`src/rtl/srx_pkg.sv`:
```
`timescale 1ns/1ps
package srx_pkg;
    typedef enum logic [2:0] {
        ST_IDLE,
        ST_START,
        ST_DATA,
        ST_PARITY,
        ST_STOP
    } rx_state_t;

    localparam int FLAG_N  = 4;
    localparam int B_READY = 0;
    localparam int B_OVR   = 1;
    localparam int B_PAR   = 2;
    localparam int B_FRM   = 3;
    localparam int B_LVL   = 4;

    localparam logic A_STATUS = 1'b0;
    localparam logic A_DATA   = 1'b1;
endpackage

```
`src/rtl/srx_line_sync.sv`:
```
`timescale 1ns/1ps
module srx_line_sync #(
    parameter int STAGES = 2
) (
    input  logic clk,
    input  logic rst_n,
    input  logic rx_en,
    input  logic rxd,
    output logic line_raw,
    output logic line
);
    logic [STAGES-1:0] sync_q;

    generate
        for (genvar g = 0; g < STAGES; g++) begin : g_stage
            if (g == 0) begin : g_first
                always_ff @(posedge clk or negedge rst_n) begin
                    if (!rst_n) sync_q[g] <= 1'b1;
                    else        sync_q[g] <= rxd;
                end
            end else begin : g_next
                always_ff @(posedge clk or negedge rst_n) begin
                    if (!rst_n) sync_q[g] <= 1'b1;
                    else        sync_q[g] <= sync_q[g-1];
                end
            end
        end
    endgenerate

    assign line_raw = sync_q[STAGES-1];
    // Disabled receiver sees an idle line.
    assign line     = rx_en ? line_raw : 1'b1;
endmodule

```
`src/rtl/srx_frame_fsm.sv`:
```
`timescale 1ns/1ps
module srx_frame_fsm
    import srx_pkg::*;
#(
    parameter int DATA_BITS  = 8,
    parameter int OVERSAMPLE = 16
) (
    input  logic                 clk,
    input  logic                 rst_n,
    input  logic                 rx_en,
    input  logic                 hold,
    input  logic                 tick,
    input  logic                 line,
    input  logic                 par_en,
    input  logic                 par_odd,
    output logic                 done,
    output logic [DATA_BITS-1:0] done_data,
    output logic                 done_perr,
    output logic                 done_ferr
);
    localparam int CW = $clog2(OVERSAMPLE);
    localparam int BW = $clog2(DATA_BITS + 1);
    localparam logic [CW-1:0] MID  = CW'(OVERSAMPLE / 2 - 1);
    localparam logic [CW-1:0] LAST = CW'(OVERSAMPLE - 1);
    localparam logic [BW-1:0] TOP  = BW'(DATA_BITS - 1);

    rx_state_t            state, nxt;
    logic [CW-1:0]        cnt;
    logic [BW-1:0]        nbit;
    logic [DATA_BITS-1:0] shreg;
    logic                 par_bad;
    logic                 at_mid, at_full, par_exp;

    assign at_mid  = tick && (cnt == MID);
    assign at_full = tick && (cnt == LAST);
    assign par_exp = par_odd ? ~(^shreg) : (^shreg);

    always_ff @(posedge clk or negedge rst_n) begin
        if (!rst_n) state <= ST_IDLE;
        else        state <= nxt;
    end

    always_comb begin
        nxt = state;
        unique case (state)
            ST_IDLE:   if (!hold && !done && tick && !line) nxt = ST_START;
            ST_START:  if (at_mid) nxt = line ? ST_IDLE : ST_DATA;
            ST_DATA:   if (at_full && nbit == TOP) nxt = par_en ? ST_PARITY : ST_STOP;
            ST_PARITY: if (at_full) nxt = ST_STOP;
            ST_STOP:   if (at_full) nxt = ST_IDLE;
            default:   nxt = ST_IDLE;
        endcase
        if (!rx_en) nxt = ST_IDLE;
    end

    always_ff @(posedge clk or negedge rst_n) begin
        if (!rst_n) begin
            cnt       <= '0;
            nbit      <= '0;
            shreg     <= '0;
            par_bad   <= 1'b0;
            done      <= 1'b0;
            done_data <= '0;
            done_perr <= 1'b0;
            done_ferr <= 1'b0;
        end else begin
            done <= 1'b0;
            if (nxt != state)  cnt <= '0;
            else if (tick)     cnt <= (cnt == LAST) ? '0 : cnt + 1'b1;
            if (state == ST_IDLE) begin
                nbit    <= '0;
                par_bad <= 1'b0;
            end
            if (state == ST_DATA && at_full) begin
                shreg <= {line, shreg[DATA_BITS-1:1]};
                nbit  <= nbit + 1'b1;
            end
            if (state == ST_PARITY && at_full) par_bad <= (line != par_exp);
            if (state == ST_STOP && at_full && rx_en) begin
                done      <= 1'b1;
                done_data <= shreg;
                done_perr <= par_bad;
                done_ferr <= ~line;
            end
        end
    end

    a_r9_hold_blocks_start: assert property (@(posedge clk) disable iff (!rst_n)
        (hold && state == ST_IDLE) |=> state == ST_IDLE);
    a_r10_disable_idles: assert property (@(posedge clk) disable iff (!rst_n)
        !rx_en |=> state == ST_IDLE);
    a_r2_done_single: assert property (@(posedge clk) disable iff (!rst_n)
        done |=> !done);
    a_r11_false_start: assert property (@(posedge clk) disable iff (!rst_n)
        (state == ST_START && at_mid && line) |=> (state == ST_IDLE && !done));
endmodule

```
`src/rtl/srx_status_regs.sv`:
```
`timescale 1ns/1ps
module srx_status_regs
    import srx_pkg::*;
#(
    parameter int DATA_BITS = 8
) (
    input  logic                 clk,
    input  logic                 rst_n,
    input  logic                 done,
    input  logic [DATA_BITS-1:0] done_data,
    input  logic                 done_perr,
    input  logic                 done_ferr,
    input  logic                 line_raw,
    input  logic                 reg_rd,
    input  logic                 reg_wr,
    input  logic                 reg_addr,
    input  logic [DATA_BITS-1:0] reg_wdata,
    input  logic                 dma_rd,
    output logic [DATA_BITS-1:0] reg_rdata,
    output logic [DATA_BITS-1:0] dma_rdata,
    output logic                 irq,
    output logic                 hold
);
    logic [FLAG_N-1:0]    flag_q, armed_q, set_v, clr_v;
    logic [DATA_BITS-1:0] data_q, status_v;
    logic                 rd_stat, wr_stat, ready_eff, ovr, load_ok;
    logic                 unused_wbits;

    assign unused_wbits = ^reg_wdata[DATA_BITS-1:FLAG_N];
    assign rd_stat = reg_rd && reg_addr == A_STATUS;
    assign wr_stat = reg_wr && reg_addr == A_STATUS;

    always_comb begin
        clr_v = wr_stat ? (~reg_wdata[FLAG_N-1:0] & armed_q) : '0;
        clr_v[B_READY] = clr_v[B_READY] | dma_rd;
    end

    // A clear arriving with the stop sample takes effect first.
    assign ready_eff = flag_q[B_READY] & ~clr_v[B_READY];
    assign ovr       = done & ready_eff;
    assign load_ok   = done & ~ovr & ~done_perr & ~done_ferr;

    always_comb begin
        set_v          = '0;
        set_v[B_READY] = load_ok;
        set_v[B_OVR]   = ovr;
        set_v[B_PAR]   = done & done_perr;
        set_v[B_FRM]   = done & done_ferr;
    end

    always_ff @(posedge clk or negedge rst_n) begin
        if (!rst_n) begin
            flag_q  <= '0;
            armed_q <= '0;
            data_q  <= '0;
            irq     <= 1'b0;
        end else begin
            flag_q  <= set_v | (flag_q & ~clr_v);
            armed_q <= (rd_stat ? (armed_q | flag_q) : armed_q) & ~clr_v & ~set_v;
            if (done && !ovr) data_q <= done_data;
            irq <= load_ok;
        end
    end

    always_comb begin
        status_v = '0;
        status_v[FLAG_N-1:0] = flag_q;
        status_v[B_LVL]      = line_raw;
    end

    assign reg_rdata = (reg_addr == A_DATA) ? data_q : status_v;
    assign dma_rdata = data_q;
    assign hold      = |flag_q[B_FRM:B_OVR];

    a_r3_irq_with_ready: assert property (@(posedge clk) disable iff (!rst_n)
        irq |-> flag_q[B_READY]);
    a_r6_overrun_keeps_data: assert property (@(posedge clk) disable iff (!rst_n)
        $rose(flag_q[B_OVR]) |-> $stable(data_q));
    a_r5_dma_clears_ready: assert property (@(posedge clk) disable iff (!rst_n)
        (dma_rd && !done) |=> !flag_q[B_READY]);
    a_r4_write_one_inert: assert property (@(posedge clk) disable iff (!rst_n)
        (wr_stat && &reg_wdata[FLAG_N-1:0] && !done && !dma_rd) |=> flag_q == $past(flag_q));
endmodule

```
`src/rtl/serial_rx_core.sv`:
```
`timescale 1ns/1ps
module serial_rx_core #(
    parameter int DATA_BITS   = 8,
    parameter int OVERSAMPLE  = 16,
    parameter int SYNC_STAGES = 2
) (
    input  logic                 clk,
    input  logic                 rst_n,
    input  logic                 rx_en,
    input  logic                 baud_tick,
    input  logic                 rxd,
    input  logic                 par_en,
    input  logic                 par_odd,
    input  logic                 reg_rd,
    input  logic                 reg_wr,
    input  logic                 reg_addr,
    input  logic [DATA_BITS-1:0] reg_wdata,
    output logic [DATA_BITS-1:0] reg_rdata,
    input  logic                 dma_rd,
    output logic [DATA_BITS-1:0] dma_rdata,
    output logic                 irq
);
    logic                 line_raw, line, hold;
    logic                 done, done_perr, done_ferr;
    logic [DATA_BITS-1:0] done_data;

    srx_line_sync #(.STAGES(SYNC_STAGES)) u_sync (
        .clk(clk), .rst_n(rst_n), .rx_en(rx_en), .rxd(rxd),
        .line_raw(line_raw), .line(line)
    );

    srx_frame_fsm #(.DATA_BITS(DATA_BITS), .OVERSAMPLE(OVERSAMPLE)) u_fsm (
        .clk(clk), .rst_n(rst_n), .rx_en(rx_en), .hold(hold), .tick(baud_tick),
        .line(line), .par_en(par_en), .par_odd(par_odd),
        .done(done), .done_data(done_data), .done_perr(done_perr), .done_ferr(done_ferr)
    );

    srx_status_regs #(.DATA_BITS(DATA_BITS)) u_regs (
        .clk(clk), .rst_n(rst_n), .done(done), .done_data(done_data),
        .done_perr(done_perr), .done_ferr(done_ferr), .line_raw(line_raw),
        .reg_rd(reg_rd), .reg_wr(reg_wr), .reg_addr(reg_addr), .reg_wdata(reg_wdata),
        .dma_rd(dma_rd), .reg_rdata(reg_rdata), .dma_rdata(dma_rdata),
        .irq(irq), .hold(hold)
    );
endmodule

```
`config.mk`:
```
export PLATFORM = sky130hd
export DESIGN_NAME = serial_rx_core
export DESIGN_NICKNAME = d
export VERILOG_FILES = /design/src/rtl/srx_pkg.sv /design/src/rtl/srx_line_sync.sv /design/src/rtl/srx_frame_fsm.sv /design/src/rtl/srx_status_regs.sv /design/src/rtl/serial_rx_core.sv
export SDC_FILE = /design/constraint.sdc
export NUM_CORES = 1
export LEC_CHECK = 0
export ABC_AREA = 1
export BUFFER_PORTS_ARGS = -buffer_cell sky130_fd_sc_hd__buf_2
export CORE_MARGIN = 2
export CORE_UTILIZATION = 50
export CTS_CLUSTER_DIAMETER = 60
export DETAILED_ROUTE_END_ITERATION = 7
export PLACE_DENSITY = 0.71
export SYNTH_ARGS = -nofsm -noshare
export SYNTH_HDL_FRONTEND = slang
export SYNTH_SLANG_ARGS = --single-unit
```
`constraint.sdc`:
```
create_clock -name clk -period 4.6 [get_ports clk]
set_input_delay 0.23 -clock clk [delete_from_list [all_inputs] [get_ports clk]]
set_output_delay 0.23 -clock clk [all_outputs]
set_load 0.01 [all_outputs]
```
==> impl_results.md, run 1 <==
* Initial antenna violation count at 0
* I/O Pins at 36
* Vias at 1,897
* Combinational share of power at 14.3%
* RSZ-0062 raised after global routing: false
* Core footprint at 4661 µm²
* TritonCTS buffer count at 5
* Yosys warns at 0
* Crit path kind: reg -> reg
* Vias per inst at slightly below 5
* Antenna diodes at 0
* Total negative slack at 0 ps
* Synthesized Nets at 315
* Final Critical Period at ~2100 ps
* Int Power at ~0.69 mW
* Layout Skew at around 7.5 ps
* Setup slack, reg-to-reg at 2540 ps
* ANT nets after route at 0
* Post-CTS sizing at 0
* Netlist Area Pre-Place at ~2400 µm²
* CP max FO at 13
* Area of the multi-input gates at ~940 µm²
* Most frequent cells in the layout: nand2_1, dfrtp_1, inv_1
* CTS Sinks at 50
* Yosys reg bits at 50
* DRC errors left at 0
* Pwr/cell area at ~350 nW/µm²
* Hold Fails Final Rpt at 0
* Gr ovfl total at 0
* WL/cell at 11.47 µm
* Overall die width at 73.15 µm
* Reg2reg start: u_fsm.cnt[0]
* Cell count of the worst reg-to-reg path at 8
* First-pass GRT wire length at approximately 7600 µm
* Worst-Margin Slew at around 610 ps
* Register share of total power at between 50% and 60%
* Peak Freq at roughly 500 MHz
* Crit. End Element: register
* Largest net degree at the start of global routing at 51
* Switching pwr at about 0.25 mW
* CTS clk-pin slew, worst paths at 90 ps
* Cell count after synthesis at just under 300
* Count of different cell masters after synthesis at 31
* Slew Viols, Final at 0
* Root buffer cell: clkbuf_8
* Post-Syn Area per Cell at just over 8 µm²
* Die ar. at 5351 µm²
* Placed cell count at around 380
* Status: complete, no violations
* Non-Filler Instances at ~380
* Ratio of cells with drive above 1 in the final layout at between 10% and 20%
* Critical path startpoint category: register
* Area grow syn2layout at 13.34%
* Commonest non-fill, non-tap cell in the layout: nand2_1
* Seq/Total Area, Yosys at 52.43%
* Post-CTS Setup Bufs at 0
* Port Buffers at 31
* Initial Util at 51.30%
* Setup violations, final at 0
* H-tree levels at 2
* Placer Congestion at 0.8452
* Total Power at between 0.9 and 1 mW
* FP Rows at 25
* Die H at 73.15 µm
* Worst vdd ir at 0.1466 mV
* CTS Hold Bufs at 0
* TritonRoute pass-1 iters at 4
* Fill count at 428
* Vias in the first global route at 1,763
* Total wire length at roughly 4400 µm
* CTS Buffer Depth at 2
* Required @ worst endpoint at ~4800 ps
* Finished Core Util at 58.15%
* TritonCTS clock tree: done
* Worst flop-to-flop path endpoint: u_fsm.nbit[2]
* Clock Latency Late Sink at a little over 300 ps
* Violation count after the first detailed-route iteration at 110
* Worst slew margin at 59.20%
* Max-cap violations at 0
* Clock power frac at ~32%
* Net Sw Frac at between 20% and 30%
* Leak at 1.472 nW
* Reg area at around 1300 µm²
* Dpl hpwl at around 3200 µm
* Tot GR Track Use at 18.59%
* Final period util at between 40 and 50%
* Fin nets at between 300 and 400
* Min-delay worst type: in -> async
* CP Data Arrival Time at roughly 2200 ps
==> final cells by class <==
| type | instances | area share [%] |
|---|---|---|
| Clock buffer | 5 | 2.539 |
| Sequential cell | 50 | 46.26 |
| Multi-Input combinational cell | 194 | 34.76 |
| Inverter | 45 | 6.279 |
| Timing Repair Buffer | 32 | 6.002 |
| Clock inverter | 3 | 1.662 |
| Tap cell | 54 | 2.493 |
==> sequential cells by signal, indices dropped and copies added (netlist names) <==
name              count
u_sync.line_raw       1
u_regs.irq            1
u_regs.dma_rdata      8
u_fsm.state           3
u_fsm.done_ferr       1
u_fsm.par_bad         1
u_regs.flag_q         4
u_fsm.done_data       8
u_fsm.nbit            4
u_sync.sync_q         1
u_regs.armed_q        4
u_fsm.done            1
u_fsm.shreg           8
u_fsm.done_perr       1
u_fsm.cnt             4
==> synthesized netlist by cell type, drive strengths merged <==
cell,count,area (µm²)
a21oi,6,30.03
mux2i,1,10.01
o22ai,2,12.51
xor2,4,35.03
clkbuf,2,7.510
dfstp,2,52.55
xnor2,4,35.03
a21o,1,7.510
ha,2,25.02
nand3b,2,15.01
dfrtp,48,1201
clkinv,2,8.750
inv,43,161.4
a221oi,2,17.52
nand3,16,85.08
nand4,1,6.260
o21ai,30,150.1
nand2,90,350.3
nor2,24,105.1
buf,3,17.52
nor3,8,51.30
or2,1,6.260
==> worst max-delay path by stage <==
stage                             from       endpoint  slack (ps)
after floorplan           u_fsm.cnt[0]   u_fsm.cnt[2]        3080
after global placement    u_fsm.cnt[0]  u_fsm.nbit[1]        2580
after detailed placement  u_fsm.cnt[0]  u_fsm.nbit[2]        2520
after CTS                 u_fsm.cnt[0]  u_fsm.nbit[2]        2500
after global routing      u_fsm.cnt[0]  u_fsm.nbit[2]        2240
final                     u_fsm.cnt[0]  u_fsm.nbit[2]        2540
==> cell families (layout without fill, tap and decap cells) <==
family | after synthesis | count (layout) | synth area share (%)
AO/OA/AOI/OAI | 41 | 41 | 9.105
buffers and inverters | 50 | 85 | 8.163
multiplexers | 1 | 1 | 0.4186
XOR/XNOR | 8 | 8 | 2.930
adder cells (fa/ha/maj) | 2 | 2 | 1.046
flip-flops | 50 | 50 | 52.43
AND/OR/NAND/NOR | 142 | 142 | 25.90
==> power by group through the flow <==
stage / logic [mW] / clock network [mW] / registers (mW)
2_1_floorplan: 0.0967 / 0 / 0.505
3_5_place_dp: 0.136 / 0 / 0.512
4_1_cts: 0.136 / 0.314 / 0.503
5_1_grt: 0.159 / 0.331 / 0.507
6_report: 0.134 / 0.304 / 0.504
3_3_place_gp: 0.130 / 0 / 0.509
==> stage by stage <==
stage	area [µm²]	setup slack, ps	hold slack (ps)
6_report	2710	2541	15.09
3_3_place_gp	2596	2580	335.7
4_1_cts	2710	2498	1.985
2_1_floorplan	2391	3085	-65.59
3_5_place_dp	2596	2516	336.6
5_1_grt	2710	2245	3.711
==> critical path, cell delays in order (launching register included) <==
cell	delay (ps)
dfrtp_1	400
ha_1	210
nand2_1	110
inv_2	90
nand2_4	70
nor2_4	250
clkinv_1	330
o21ai_0	310
o22ai_1	140
==> per-layer routing <==
metal	global-route usage, %	vias to the layer above	wire, µm
li1	-	987	-
met1	24.33	868	2128
met2	29.43	35	1966
met3	4.696	7	199
met4	7.613	0	98
met5	0	-	0
Power figures use the tool's default switching activity.
==> run 2: changes to the inputs <==
- PLACE_DENSITY: 0.71 -> 0.74
- clock period: 4.6 -> 1.65 ns (I/O delays scaled with it)
==> run 2 against run 1 <==
Compared with the run above: clock power grew 130%; hold slack gained 13 ps; clock-buffer cell count increased by 2; highest routed layer unchanged; sequential cell count did not move; worst setup slack got worse by 2500 ps; largest power group unchanged; wire length is 6.5% higher; critical endpoint is now u_fsm.cnt[2]; sequential share of layout area shrank 2.3 points; critical path type unchanged; final area increased by 5.2%; global-route usage increased by 0.43 points.
==> impl_results.md, run 2 (synthesis gave the netlist of run 1 again) <==
* Vias in the first global route at approximately 1,900
* Violation count after the first detailed-route iteration at roughly 130
* TritonCTS clock tree: done
* Initial antenna violation count at 0
* First-pass GRT wire length at slightly below 8000 µm
* FP Rows at 25
* CP Data Arrival Time at about 1800 ps
* Status: complete, no violations
* H-tree levels at 2
* Ratio of cells with drive above 1 in the final layout at around a fifth
* CP peak stage delay at 350 ps
* Final period util at a little under 100%
* Switching pwr at between 0.7 and 0.8 mW
* Pwr/cell area at just over 900 nW/µm²
* Worst vdd ir at between 0.3 and 0.4 mV
* Total negative slack at 0 ps
* RSZ-0062 raised after global routing: true
* Worst slew margin at around two thirds
* Port Buffers at 31
* Area grow syn2layout at 19.20%
* I/O Pins at 36
* Antenna diodes at 0
* CTS clk-pin slew, worst paths at around 80 ps
* TritonRoute pass-1 iters at 4
* Peak Freq at between 600 and 700 MHz
* Hold Fails Final Rpt at 0
* Placer Congestion at between 0.8 and 0.9
* Critical path startpoint category: register
* Layout Skew at ~7.3 ps
* Dpl hpwl at 3470 µm
* Core footprint at 4661 µm²
* Int Power at 1.864 mW
* Total Power at around 2.6 mW
* CP delay by family, top: simple AND/OR/NAND/NOR gates
* Worst-path cell chain: ha_2, nand2_4, inv_4, nand2_8, nor2_4, nor2_1, nand2_1, nand2_1, nand2_1, nand3_2, nor2_2, nand2_2, nor2_1
* Final WS setup at 40.19 ps
* Fin nets at 362
* Post-Place Setup Slack at -51.91 ps
* Min-delay worst type: in -> reg
* Largest net degree at the start of global routing at 31
* Commonest non-fill, non-tap cell in the layout: nand2_1
* Gr ovfl total at 0
* Worst-Margin Slew at approximately 490 ps
* Setup violations, final at 0
* Vias per inst at 4.942
* Clock power frac at between 20% and 30%
* Vias at roughly 2,000
* CP max FO at 4
* Net Sw Frac at 27.78%
* Root buffer cell: clkbuf_8
* Register share of total power at between 50% and 60%
* CTS Sinks at 50
* Initial Util at 51.30%
* Leak at 1.538 nW
* Fill count at just under 400
* Most frequent cells in the layout: nand2_1, dfrtp_1, inv_1
* Crit. End Element: register
* Combinational share of power at between 10% and 20%
* DRC errors left at 0
* ANT nets after route at 0
* Total wire length at approximately 4700 µm
* Overall die width at 73.15 µm
* Max-cap violations at 0
* Finished Core Util at between 60% and 70%
* Die H at ~73 µm
* Final Critical Period at roughly 1600 ps
* TritonCTS buffer count at 5
* Tot GR Track Use at a little under a fifth
* Clock Latency Late Sink at 300 ps
* Buf/Inv on CP at 1
* CP dominant cell by count: nand2_1
* CTS Buffer Depth at 2
* Required @ worst endpoint at 1880 ps
* Crit path kind: reg -> reg
* Die ar. at between 5000 and 6000 µm²
* Slowest CP cell: dfrtp_1
* WL/cell at ~12 µm
* Slew Viols, Final at 0
==> run 2: power by group through the flow <==
stage	clock network [mW]	registers, mW	logic (mW)
4_1_cts	0.733	1.39	0.445
3_5_place_dp	0	1.42	0.410
5_1_grt	0.784	1.41	0.541
6_report	0.709	1.40	0.472
3_3_place_gp	0	1.41	0.388
2_1_floorplan	0	1.41	0.270
==> run 2: cell type report <==
cell class	instances	area, µm²	area share (%)
clock inverters	1	5.005	0.1756
flip-flops and latches	50	1254	43.99
repair buffers	45	277.8	9.745
multi-input cells	194	987.2	34.64
clock buffers	7	86.33	3.029
inverters	45	172.7	6.058
well taps	54	67.56	2.371
==> run 2: final timing paths <==
check                                  from             endpoint  slack [ps]  cells after the start
max in group asynchronous             rst_n     u_sync.sync_q[0]         770                      3
min in group asynchronous             rst_n  u_regs.dma_rdata[0]         280                      2
hold / removal                       dma_rd    u_regs.armed_q[0]          30                      4
hold reg to reg            u_sync.sync_q[0]      u_sync.line_raw         360                      0
setup / recovery               u_fsm.cnt[1]         u_fsm.cnt[2]          40                     13
setup reg to reg               u_fsm.cnt[1]         u_fsm.cnt[2]          40                     13
==> run 2: per-stage QoR <==
stage          instance area (µm²)  hold slack [ps]  instances
6_report                      2850            28.57        396
3_3_place_gp                  2654            70.78        381
5_1_grt                       2850            43.53        396
2_1_floorplan                 2391           -213.1        294
4_1_cts                       2783            22.76        392
3_5_place_dp                  2654            75.45        381
==> run 2: worst min-delay path: stages <==
cell     delay, ps
buf_2           70
a21oi_1         50
nand2_1         60
a21oi_1         30
==> run 2: layer usage <==
layer	vias to the layer above	track usage (%)	wire length (µm)
met3	11	4.558	181
met2	38	30.83	2172
li1	1010	-	-
met5	-	0	0
met1	898	24.73	2238
met4	0	7.202	87
==> run 2: what timing repair did <==
item / 4_1_cts / 5_1_grt
setup buffers: 1 / 4
resized for setup: 3 / 10
hold endpoints to repair: 21 / 0
endpoints found under the setup margin: 4 / 5
pin swaps: 0 / 11
hold buffers: 2 / 0
==> run 3: changes to the inputs <==
- CELL_PAD_IN_SITES_DETAIL_PLACEMENT: unset -> 0
- CELL_PAD_IN_SITES_GLOBAL_PLACEMENT: unset -> 2
- CORE_MARGIN: 2 -> unset
- CORE_UTILIZATION: 50 -> 30
- PLACE_DENSITY: 0.74 -> 0.75
- clock period: 1.65 -> 1.3 ns (I/O delays scaled with it)
==> run 3 against run 2 <==
Compared with the run above: wire length grew 20%; sequential share of layout area shrank 6.6 points; the flow now finishes with violations (setup timing); maximum frequency grew 2.7%; critical path type unchanged.
==> impl_results.md, run 3 (synthesis gave the netlist of run 1 again) <==
* Switching pwr at between 1 and 1.5 mW
* FP Rows at 32
* TritonCTS buffer count at 5
* Final Critical Period at 1568 ps
* Reg area at 1254 µm²
* Int Power at approximately 2.5 mW
* Overall die width at between 90 and 100 µm
* Vias per inst at 4.341
* CTS clk-pin slew, worst paths at around 100 ps
* Core footprint at between 7000 and 8000 µm²
* Worst-path cell chain: ha_4, nand2_4, inv_4, nand2_4, nor2_4, buf_6, buf_6, buf_6, inv_8, buf_6, o22ai_2
* Hold slack at between 40 and 50 ps
* Clock power frac at between 20 and 30%
* Leak at 1.767 nW
* TritonRoute pass-1 iters at 4
* Worst-Margin Slew at 270.3 ps
* CP max FO at 5
* Root buffer cell: clkbuf_8
* Die ar. at around 8300 µm²
* Worst slew margin at between 80% and 90%
* Port Buffers at 31
* I/O Pins at 36
* Launch point of the worst path: u_fsm.cnt[0]
* Layout Skew at a little under 7 ps
* Vias at approximately 2,100
* DRC errors left at 0
* First-pass GRT wire length at 9701 µm
* Crit. End Element: register
* Slowest CP cell: dfrtp_1
* Final period util at 120.6%
* WL/cell at between 10 and 15 µm
* CP dominant cell by count: buf_6
* Clock Latency Late Sink at about 300 ps
* ANT nets after route at 0
* Violation count after the first detailed-route iteration at 56
* Worst flop-to-flop path endpoint: u_fsm.nbit[3]
* Worst vdd ir at approximately 0.43 mV
* CP peak stage delay at roughly 420 ps
* Die H at just over 90 µm
* RSZ-0062 raised after global routing: true
* H-tree levels at 2
* Critical path startpoint category: register
* Fill count at 802
* Most frequent cells in the layout: nand2_1, dfrtp_1, buf_4
* Hold Fails Final Rpt at 0
* Slew Viols, Final at 0
* Peak Freq at 637.9 MHz
* TritonCTS clock tree: done
* Min-delay worst type: in -> reg
* Required @ worst endpoint at around 1500 ps
* Setup slack, reg-to-reg at -270 ps
* Failing checks: setup timing
* Setup crit end: u_fsm.nbit[3]
* Vias in the first global route at between 2,000 and 2,500
* CTS Sinks at 50
* Pwr/cell area at 1048 nW/µm²
* Register share of total power at 50.8%
* Antenna diodes at 0
* Ratio of cells with drive above 1 in the final layout at a little under two fifths
* Combinational share of power at 21.2%
* Initial Util at between 30% and 40%
* Fin nets at 399
* CP Data Arrival Time at approximately 1800 ps
* Total wire length at roughly 5600 µm
* Cell count of the worst reg-to-reg path at 11
* Max-cap violations at 0
* Total negative slack at -5574 ps
* Reg2reg start: u_fsm.cnt[0]
* Area of the multi-input gates at 1091 µm²
* Initial antenna violation count at 0
* Status: complete, but fails checks
* Tot GR Track Use at approximately 15%
* Placer Congestion at approximately 0.79
* Net Sw Frac at about 29%
* Crit path kind: reg -> reg
* Dpl hpwl at between 4000 and 5000 µm
* Setup violations, final at 32
* Commonest non-fill, non-tap cell in the layout: nand2_1
* Gr ovfl total at 0
* Final WS setup at -267.5 ps
* Area grow syn2layout at 40.40%
* CTS Buffer Depth at 2
* Largest net degree at the start of global routing at 22
## run 3: cell types whose count changed in the layout (fill, tap and decap cells not counted), moves of 3 or more
cell     previous run  this run
nand2_2             3        15
a21oi_2             1         4
buf_6               0         8
buf_4              11        38
inv_1              41        36
a21oi_1             5         2
o21ai_0            30        16
o21ai_1             0        12
inv_2               1         6
nand2_1            85        72
nor2_2              3         6
## run 3: how the worst min path moves through the flow
stage / endpoint / cells past startpoint / slack [ps] / from
2_1_floorplan: u_fsm.cnt[0] / 0 / -230 / rst_n
6_report: u_regs.flag_q[0] / 4 / 50 / dma_rd
5_1_grt: u_regs.flag_q[0] / 4 / 60 / dma_rd
3_5_place_dp: u_fsm.cnt[0] / 1 / -50 / rst_n
4_1_cts: u_regs.flag_q[0] / 4 / 30 / dma_rd
3_3_place_gp: u_fsm.cnt[2] / 1 / -40 / rst_n
## run 3: critical path, delay by kind of cell (launching register included)
kind | cells | cell delay, ps
fa+ha+maj | 1 | 190
simple gates | 3 | 200
compound gates | 1 | 70
buf+inv | 6 | 570
flops | 1 | 420
## run 3: cell type report
cell class | count | share of cell area, %
clock buffer | 6 | 2.460
clock inverter | 2 | 0.4845
inverter | 45 | 5.367
multi-input combinational | 194 | 32.50
sequential | 50 | 37.35
tap | 102 | 3.802
timing repair buffer | 82 | 18.04
## run 3: what timing repair did
item,in CTS,in global routing
hold buffers,2,0
gates cloned,2,0
endpoints found under the hold margin,50,0
gates resized for setup,44,20
setup buffers,5,6
setup endpoints to repair,32,41
pin swaps,8,10
## run 3: routing by layer
metal  track usage, %  part of all wire [%]
met1            18.91                    49
met2            24.68                    47
met3            3.769                   3.0
met4            3.571                   1.0
met5                0                     0
## run 3: power groups by stage
stage	logic, mW	registers (mW)	clock network (mW)
2_1_floorplan	0.356	1.79	0
3_3_place_gp	0.634	1.80	0
5_1_grt	0.850	1.80	1.08
6_report	0.747	1.79	0.983
3_5_place_dp	0.641	1.80	0
4_1_cts	0.744	1.78	1.03
## run 3: per-stage QoR
step                      power, mW  worst slack [ps]  instances  utilization (%)  area [µm²]
after CTS                     3.560            -225.7        478            42.71        3301
final                         3.517            -267.5        481            43.44        3357
after floorplan               2.145            -165.3        294                -        2407
after detailed placement      2.439            -268.7        462            38.62        2984
after global routing          3.739            -376.7        481            43.44        3357
after global placement        2.432            -220.9        462            38.62        2984
